--- src/rtl/resp_tx_pkg.sv ---
package resp_tx_pkg;
  // Strobes from the sequencer to the shift datapath
  typedef struct packed {
    logic load;   // capture composed word, present slot 0
    logic shift;  // advance to the next slot
    logic clear;  // final slot done, release the line
  } tx_strobe_t;
endpackage

--- src/rtl/resp_tx_ctrl.sv ---
module resp_tx_ctrl
  import resp_tx_pkg::*;
#(
  parameter int BIT_CYCLES = 49,
  parameter int FRAME_W    = 16
) (
  input  logic       clk,
  input  logic       rst_n,
  input  logic       start_i,
  output tx_strobe_t strobes_o,
  output logic       busy_o
);
  localparam int CNT_W  = $clog2(BIT_CYCLES + 1);
  localparam int SLOT_W = $clog2(FRAME_W);
  localparam logic [CNT_W-1:0]  CNT_LAST  = CNT_W'(BIT_CYCLES - 1);
  localparam logic [SLOT_W-1:0] SLOT_LAST = SLOT_W'(FRAME_W - 1);

  typedef enum logic {ST_IDLE, ST_SEND} state_t;

  state_t            stateQ, stateD;
  logic [CNT_W-1:0]  cycCntQ, cycCntD;
  logic [SLOT_W-1:0] slotCntQ, slotCntD;
  tx_strobe_t        strobes;

  always_comb begin
    stateD   = stateQ;
    cycCntD  = cycCntQ;
    slotCntD = slotCntQ;
    strobes  = '0;
    case (stateQ)
      ST_IDLE: begin
        if (start_i) begin
          strobes.load = 1'b1;
          stateD       = ST_SEND;
          cycCntD      = '0;
          slotCntD     = '0;
        end
      end
      ST_SEND: begin
        if (cycCntQ == CNT_LAST) begin
          cycCntD = '0;
          if (slotCntQ == SLOT_LAST) begin
            strobes.clear = 1'b1;
            stateD        = ST_IDLE;
          end else begin
            strobes.shift = 1'b1;
            slotCntD      = slotCntQ + 1'b1;
          end
        end else begin
          cycCntD = cycCntQ + 1'b1;
        end
      end
      default: stateD = ST_IDLE;
    endcase
  end

  always_ff @(posedge clk or negedge rst_n) begin
    if (!rst_n) begin
      stateQ   <= ST_IDLE;
      cycCntQ  <= '0;
      slotCntQ <= '0;
    end else begin
      stateQ   <= stateD;
      cycCntQ  <= cycCntD;
      slotCntQ <= slotCntD;
    end
  end

  assign strobes_o = strobes;
  assign busy_o    = (stateQ == ST_SEND);

  // a word is captured only from idle, never mid-frame
  assert_load_only_idle_R9: assert property (@(posedge clk) disable iff (!rst_n)
    strobes.load |-> !busy_o);
  // an accepted trigger raises busy on the next edge
  assert_busy_after_load_R10: assert property (@(posedge clk) disable iff (!rst_n)
    strobes.load |=> busy_o);
  // finishing the last slot drops busy
  assert_idle_after_clear_R8: assert property (@(posedge clk) disable iff (!rst_n)
    strobes.clear |=> !busy_o);
  // at most one strobe per cycle
  assert_strobe_exclusive_R3: assert property (@(posedge clk) disable iff (!rst_n)
    $onehot0({strobes.load, strobes.shift, strobes.clear}));
endmodule

--- src/rtl/resp_tx_datapath.sv ---
module resp_tx_datapath
  import resp_tx_pkg::*;
#(
  parameter int FRAME_W  = 16,
  parameter int CAR_W    = 3,
  parameter int STAT_W   = 2,
  parameter int SENDER_W = 4
) (
  input  logic                clk,
  input  logic                rst_n,
  input  tx_strobe_t          strobes_i,
  input  logic [CAR_W-1:0]    carIdx_i,
  input  logic [STAT_W-1:0]   laneStat_i,
  input  logic [SENDER_W-1:0] senderId_i,
  output logic                lineDrive_o
);
  localparam int START_POS  = 0;
  localparam int CAR_LSB    = 1;
  localparam int STAT_LSB   = CAR_LSB + CAR_W;
  localparam int SENDER_LSB = STAT_LSB + STAT_W;
  localparam int STOP_POS   = FRAME_W - 2;

  logic [FRAME_W-1:0] word;
  logic [FRAME_W-1:0] shiftQ;
  logic               driveQ;

  // Compose the frame word; framing positions forced to one
  always_comb begin
    word                          = '0;
    word[CAR_LSB +: CAR_W]        = carIdx_i;
    word[STAT_LSB +: STAT_W]      = laneStat_i;
    word[SENDER_LSB +: SENDER_W]  = senderId_i;
    word[START_POS]               = 1'b1;
    word[STOP_POS]                = 1'b1;
  end

  always_ff @(posedge clk or negedge rst_n) begin
    if (!rst_n) begin
      shiftQ <= '0;
      driveQ <= 1'b0;
    end else if (strobes_i.load) begin
      driveQ <= word[0];
      shiftQ <= word >> 1;
    end else if (strobes_i.shift) begin
      driveQ <= shiftQ[0];
      shiftQ <= shiftQ >> 1;
    end else if (strobes_i.clear) begin
      driveQ <= 1'b0;
      shiftQ <= '0;
    end
  end

  assign lineDrive_o = driveQ;

  // the first slot of each frame is the forced start bit
  assert_first_slot_framed_R2: assert property (@(posedge clk) disable iff (!rst_n)
    $past(strobes_i.load) |-> driveQ);
  // the line is released once the frame is over
  assert_release_after_frame_R8: assert property (@(posedge clk) disable iff (!rst_n)
    $past(strobes_i.clear) |-> !driveQ);
  // the drive level only moves on a strobe
  assert_hold_between_strobes_R3: assert property (@(posedge clk) disable iff (!rst_n)
    !$past(strobes_i.load | strobes_i.shift | strobes_i.clear) |-> $stable(driveQ));
endmodule

--- src/rtl/resp_frame_tx.sv ---
module resp_frame_tx
  import resp_tx_pkg::*;
#(
  parameter int BIT_CYCLES = 49,
  parameter int FRAME_W    = 16,
  parameter int CAR_W      = 3,
  parameter int STAT_W     = 2,
  parameter int SENDER_W   = 4
) (
  input  logic                clk,
  input  logic                rst_n,
  input  logic                start_i,
  input  logic [CAR_W-1:0]    carIdx_i,
  input  logic [STAT_W-1:0]   laneStat_i,
  input  logic [SENDER_W-1:0] senderId_i,
  output logic                lineDrive_o,
  output logic                busy_o
);
  tx_strobe_t strobes;

  resp_tx_ctrl #(
    .BIT_CYCLES (BIT_CYCLES),
    .FRAME_W    (FRAME_W)
  ) u_ctrl (
    .clk       (clk),
    .rst_n     (rst_n),
    .start_i   (start_i),
    .strobes_o (strobes),
    .busy_o    (busy_o)
  );

  resp_tx_datapath #(
    .FRAME_W  (FRAME_W),
    .CAR_W    (CAR_W),
    .STAT_W   (STAT_W),
    .SENDER_W (SENDER_W)
  ) u_dp (
    .clk         (clk),
    .rst_n       (rst_n),
    .strobes_i   (strobes),
    .carIdx_i    (carIdx_i),
    .laneStat_i  (laneStat_i),
    .senderId_i  (senderId_i),
    .lineDrive_o (lineDrive_o)
  );
endmodule

--- config.mk ---
export PLATFORM = sky130hd
export DESIGN_NAME = resp_frame_tx
export DESIGN_NICKNAME = d
export VERILOG_FILES = /design/src/rtl/resp_tx_pkg.sv /design/src/rtl/resp_tx_ctrl.sv /design/src/rtl/resp_tx_datapath.sv /design/src/rtl/resp_frame_tx.sv
export SDC_FILE = /design/constraint.sdc
export NUM_CORES = 1
export LEC_CHECK = 0
export BUFFER_PORTS_ARGS = -buffer_cell sky130_fd_sc_hd__buf_4
export CAP_MARGIN = 40
export CORE_MARGIN = 1
export CORE_UTILIZATION = 58
export CTS_BUF_LIST = sky130_fd_sc_hd__clkbuf_8
export DETAILED_ROUTE_END_ITERATION = 7
export PLACE_DENSITY = 0.9
export SETUP_SLACK_MARGIN = 0.3
export SYNTH_ARGS = -nofsm -noshare
export SYNTH_HDL_FRONTEND = slang
export SYNTH_SLANG_ARGS = --single-unit
--- constraint.sdc ---
create_clock -name clk -period 3.7 [get_ports clk]
set_clock_uncertainty 0.2 [all_clocks]
set_input_delay 0.555 -clock clk [delete_from_list [all_inputs] [get_ports clk]]
set_output_delay 0.555 -clock clk [all_outputs]
set_load 0.01 [all_outputs]
After elaboration in Yosys (flattened, before gate mapping)
Index checks and enable logic that the tools add are counted.
{ "totals": {"input_bits": 12, "elab_cells": 36, "out_inout_bits": 2, "regBits": 28} }
{ "op_classes": {"muxes": 21, "n_bitwise": 1, "eq_ne": 5, "reduce_logical": 2, "add_sub_neg": 2} }
{ "ops": {"columns": ["cell", "n"], "rows": [
  ["$mux 16", 3],
  ["$mux 4", 3],
  ["$mux 6", 2],
  ["$pmux 6 s2", 1],
  ["$mux 1", 8],
  ["$pmux 4 s2", 1],
  ["$add 6x1->6 const B", 1],
  ["$eq 6x6->1 const B", 1],
  ["$ne 2x2->1 const B", 3],
  ["$add 4x1->4 const B", 1],
  ["$eq 4x4->1 const B", 1],
  ["$mux 2", 2],
  ["$reduce_and 3->1", 1],
  ["$reduce_bool 3->1", 1],
  ["$pmux 1 s2", 1],
  ["$not 1->1", 1]
]} }

Depth between registers and ports, before layout
{ "depth": {"ltp_word": 7, "mapped_depth": 8, "ltp_nobuf": 6} }

By module
Synthesis repeated with hierarchy kept, for this count alone.
{ "unflattened": {"cells_unflattened": 149, "hier_area_um2": 1438.9} }
{ "modules_own_cells": {"columns": ["mod", "area_each_um2", "n_inst", "cells_per_inst", "seq_area_each_um2"], "rows": [
  ["resp_tx_datapath", 721.9, 1, 71, 375.4],
  ["resp_tx_ctrl", 716.9, 1, 78, 275.3]
]} }

Worst setup path before layout
OpenSTA, ideal clock, no wires.
{ "synth_path": {"path_kind": "register -> register", "from": "reg u_ctrl.cycCntQ[0]", "to": "reg u_dp.shiftQ[0]", "path_slack_ns": 1.835, "stages_incl_launch_ff": 9, "period_less_slack_ns": 1.865, "required_time_ns": 3.382, "n_path_buf": 2, "setup_time_ns": 0.118, "t_arrival_ns": 1.547, "path_cell_list": "dfrtp_1 -> inv_1 -> ha_1 -> and4bb_1 -> a21oi_2 -> or2_0 -> clkbuf_2 -> buf_6 -> a21o_1"} }
{ "synth_between": {"elab_chain_cells": 5, "word_cells_on_any_way": 6, "classes_between": "eq/ne: 1; mux: 4; reduce/logical: 1"} }
{ "synth_rtl": {"columns": ["element", "line_no", "text"], "rows": [
  ["start, declared", "resp_tx_ctrl.sv:21", "logic [CNT_W-1:0] cycCntQ, cycCntD;"],
  ["start signal, assigned", "resp_tx_ctrl.sv:64", "cycCntQ <= cycCntD;"],
  ["$eq 6x6->1 *", "resp_tx_ctrl.sv:40", "if (cycCntQ == CNT_LAST) begin"],
  ["$mux 2 *", "resp_tx_ctrl.sv:40", null],
  ["$mux 2 *", "resp_tx_ctrl.sv:30", "case (stateQ)"],
  ["$mux 16", "resp_tx_datapath.sv:44", "end else if (strobes_i.shift) begin"],
  ["$mux 16", "resp_tx_datapath.sv:41", "end else if (strobes_i.load) begin"],
  ["end signal, assigned", "resp_tx_datapath.sv:43", "shiftQ <= word >> 1;"],
  ["end signal, assigned", "resp_tx_datapath.sv:46", "shiftQ <= shiftQ >> 1;"],
  ["end, declared", "resp_tx_datapath.sv:24", "logic [FRAME_W-1:0] shiftQ;"]
]} }
Every way passes the cells marked *; elsewhere a longest branch is shown, timed or not.
A chain may end at the register's enable or synchronous reset.

Worst setup path in the final report
{ "layout_path": {"from": "reg u_ctrl.cycCntQ[1]", "to": "reg u_dp.driveQ, in the netlist u_dp.lineDrive_o"} }
{ "layout_between": {"elab_chain_cells": 5, "word_cells_on_any_way": 6, "classes_between": "eq/ne: 1; mux: 4; reduce/logical: 1"} }
{ "layout_rtl": {"columns": ["element", "line_no", "text"], "rows": [
  ["$eq 6x6->1 *", "resp_tx_ctrl.sv:40", null],
  ["$mux 2 *", "resp_tx_ctrl.sv:40", null],
  ["$mux 2 *", "resp_tx_ctrl.sv:30", null],
  ["$mux 1", "resp_tx_datapath.sv:44", null],
  ["$mux 1", "resp_tx_datapath.sv:41", null],
  ["end signal, assigned", "resp_tx_datapath.sv:42", "driveQ <= word[0];"],
  ["end signal, assigned", "resp_tx_datapath.sv:45", "driveQ <= shiftQ[0];"],
  ["end, declared", "resp_tx_datapath.sv:25", "logic driveQ;"]
]} }
Marked as above.

==> flow_summary.yaml <==
routing:
  vias: 865
  drc: 0
  drtIter0Drc: 12
  drt_pass1_iterations: 4
  viasPerCell: 6.13
  ant_nets: 0
  post_drt_wl_per_cell_um: 15.6
  wl_um: 2200
synthesis:
  synthFlopType: "dfrtp_1"
  synth_area_per_cell_um2: 11.6
  synth_top_family_by_area: "compound AO/OA/AOI/OAI gates"
  synth_mux_area_share_pct: 4.24
  synth_cells: 104
  synth_edf_count: 0
  synth_nets: 119
  synth_warnings: 0
  syn_area_um2: 1210
  synth-compound-area-share_pct: 23.1
  ys_async_sr_fraction_pct: 100
  post_synth_fa_ha_maj_area_fraction_pct: 3.11
  synth_xor_area_share_pct: 0
  yosys.area_share.simple_pct: 11.6
  ys_seq_elements: 26
  seq_area_frac_synth_pct: 53.8
  synth_cell_types: 30
timing:
  max_freq_mhz: 426
  hold_ws_ps: 280
  finalMaxSlewViolations: 0
  worst_pin_slew_ps: 879
  rsz0062_at_grt: "no"
  tns_ps: 0
  finalSetupViolCount: 0
  fin_crit_ps: 2340
  hold_viol_final: 0
  timing.final.crit_share_pct: 63.4
  relSlewSlack_pct: 41.3
setup_path:
  timing.critical_path.fanout_max: 15
  r2r_slack_ps: 1360
  cp.arrival_ps: 2340
  startpoint_type: "register"
  endpoint_kind: "register"
  path_class: "register to register"
  cp.required_ps: 3700
final_layout:
  areaGrowthSynthToFinish_pct: 11.9
  drive_gt1_share_pct: 16.7
  final_common_cell: "dfrtp_1"
  nets: 131
  final_cell_mix: "26 x dfrtp_1, 13 x a22o_1, 13 x buf_4, 11 x a21o_1, 7 x nand2_1"
  nFillCells: 163
  diodes: 0
power:
  seqPwrFrac_pct: 56.7
  power_switching_mw: 0.265
  power.leakage_nw: 0.724
  p_int_mw: 0.586
  p_comb_share_pct: 25.8
  netSwitchingFraction_pct: 31.1
  ir_worst_vdd_mv: 0.383
  power.density_nw_per_um2: 629
  clkPwrFrac_pct: 17.5
floorplan:
  fp-row-count: 16
  io_pins: 14
  die-width_um: 47.7
  die_area_um2: 2270
  die_y_um: 47.7
  initial_utilization_pct: 61.6
  core_um2: 1960
clock_network:
  cts_buffers: 3
  htree_levels: 1
  cts_hold_buf: 1
  cts.sinks: 26
  clockRootBuffer: "clkbuf_8"
  cts_tree: "done"
  cts_resized: 0
  worstSkewPairLatency_ps: 260
  postCtsSetupBuffers: 0
  ctsLongestPathBuffers: 2
  clkTransAtPathRegs_ps: 80
run_status:
  status: "finished, final reports clean"
placement:
  portBuffers: 13
  dp_hpwl_um: 1550
  routabilityCongestion: 0.767
worst_hold_path:
  hold_class: "register to register"
global_routing:
  grt_max_degree: 27
  grt_overflow: 0
  grt_pass1_wl_um: 3170
  grt_pass1_vias: 757
  grt_antenna_before_repair: 0
  grt_usage_pct: 20.2
run:
  max-cap-violations: 0
-- power groups by stage --
stage                     Combinational [mW]  Clock (mW)  Sequential [mW]
after floorplan                        0.178           0            0.455
after global placement                 0.203           0            0.478
after detailed placement               0.221           0            0.485
after CTS                              0.222       0.153            0.479
after global routing                   0.248       0.162            0.496
final                                  0.219       0.149            0.482
-- synthesized netlist by cell type, types with 3 or more instances --
cell type,n,share of area (%)
dfrtp_1,26,54
a22o_1,13,9.4
a21o_1,11,6.8
nand2_1,7,2.2
mux2i_1,4,3.3
a21oi_1,3,1.2
buf_2,3,1.2
ha_1,3,3.1
inv_1,3,0.93
nand3_1,3,1.2
nand4_1,3,1.6
-- path summary, 6_finish.rpt --
| path | startpoint | end | cells after the start |
|---|---|---|---|
| worst max-delay path | u_ctrl.cycCntQ[1] | u_dp.lineDrive_o | 6 |
| worst min-delay path | u_dp.shiftQ[2] | u_dp.shiftQ[2] | 1 |
| worst max register to register | u_ctrl.cycCntQ[1] | u_dp.lineDrive_o | 6 |
| worst min register to register | u_dp.shiftQ[2] | u_dp.shiftQ[2] | 1 |
| max in group asynchronous | rst_n | u_ctrl.cycCntQ[2] | 2 |
| min in group asynchronous | rst_n | u_dp.shiftQ[10] | 2 |
-- registers in the layout, summed over array words and instances (netlist names) --
register,count
u_dp.shiftQ,14
u_ctrl.slotCntQ,4
u_ctrl.cycCntQ,6
u_dp.lineDrive_o,1
u_ctrl.busy_o,1
-- critical path, stage by stage (launching register included) --
cell and delay (ps):
dfrtp_1 420, inv_1 90, ha_1 190, and4bb_1 230, a21oi_2 260, or2_0 640
a221o_1 250
-- logic make-up after synthesis --
| logic type | after synthesis |
|---|---|
| AND/OR/NAND/NOR | 24 |
| flip-flops | 26 |
| AO/OA/AOI/OAI | 36 |
| buffers and inverters | 10 |
| multiplexers | 5 |
| adder cells (fa/ha/maj) | 3 |
-- cell type report --
| type | instances | area (µm²) | area share [%] |
|---|---|---|---|
| Clock buffer | 3 | 41.3 | 3.05 |
| Timing Repair Buffer | 14 | 108 | 7.96 |
| Multi-Input combinational cell | 68 | 508 | 37.6 |
| Inverter | 3 | 11.3 | 0.833 |
| Tap cell | 27 | 33.8 | 2.50 |
| Sequential cell | 26 | 651 | 48.1 |
-- stage by stage --
| step | setup WS (ps) | instance area, µm² | cells | power, mW | util [%] |
|---|---|---|---|---|---|
| 2_1_floorplan | 1840 | 1210 | 104 | 0.633 | - |
| 3_3_place_gp | 1440 | 1300 | 137 | 0.681 | 66.3 |
| 3_5_place_dp | 1380 | 1300 | 137 | 0.706 | 66.3 |
| 4_1_cts | 1330 | 1350 | 141 | 0.854 | 68.9 |
| 5_1_grt | 1150 | 1350 | 141 | 0.906 | 68.9 |
| 6_report | 1360 | 1350 | 141 | 0.850 | 68.9 |
-- metal layers --
metal	wire length (µm)	track usage (%)	part of all wire [%]	up-vias
met3	60	3.40	2.7	2
met2	1170	39.7	53	18
met4	9	5.00	0.41	0
li1	-	-	-	408
met5	0	0	0	-
met1	962	22.2	44	437
Power figures use the tool's default switching activity.
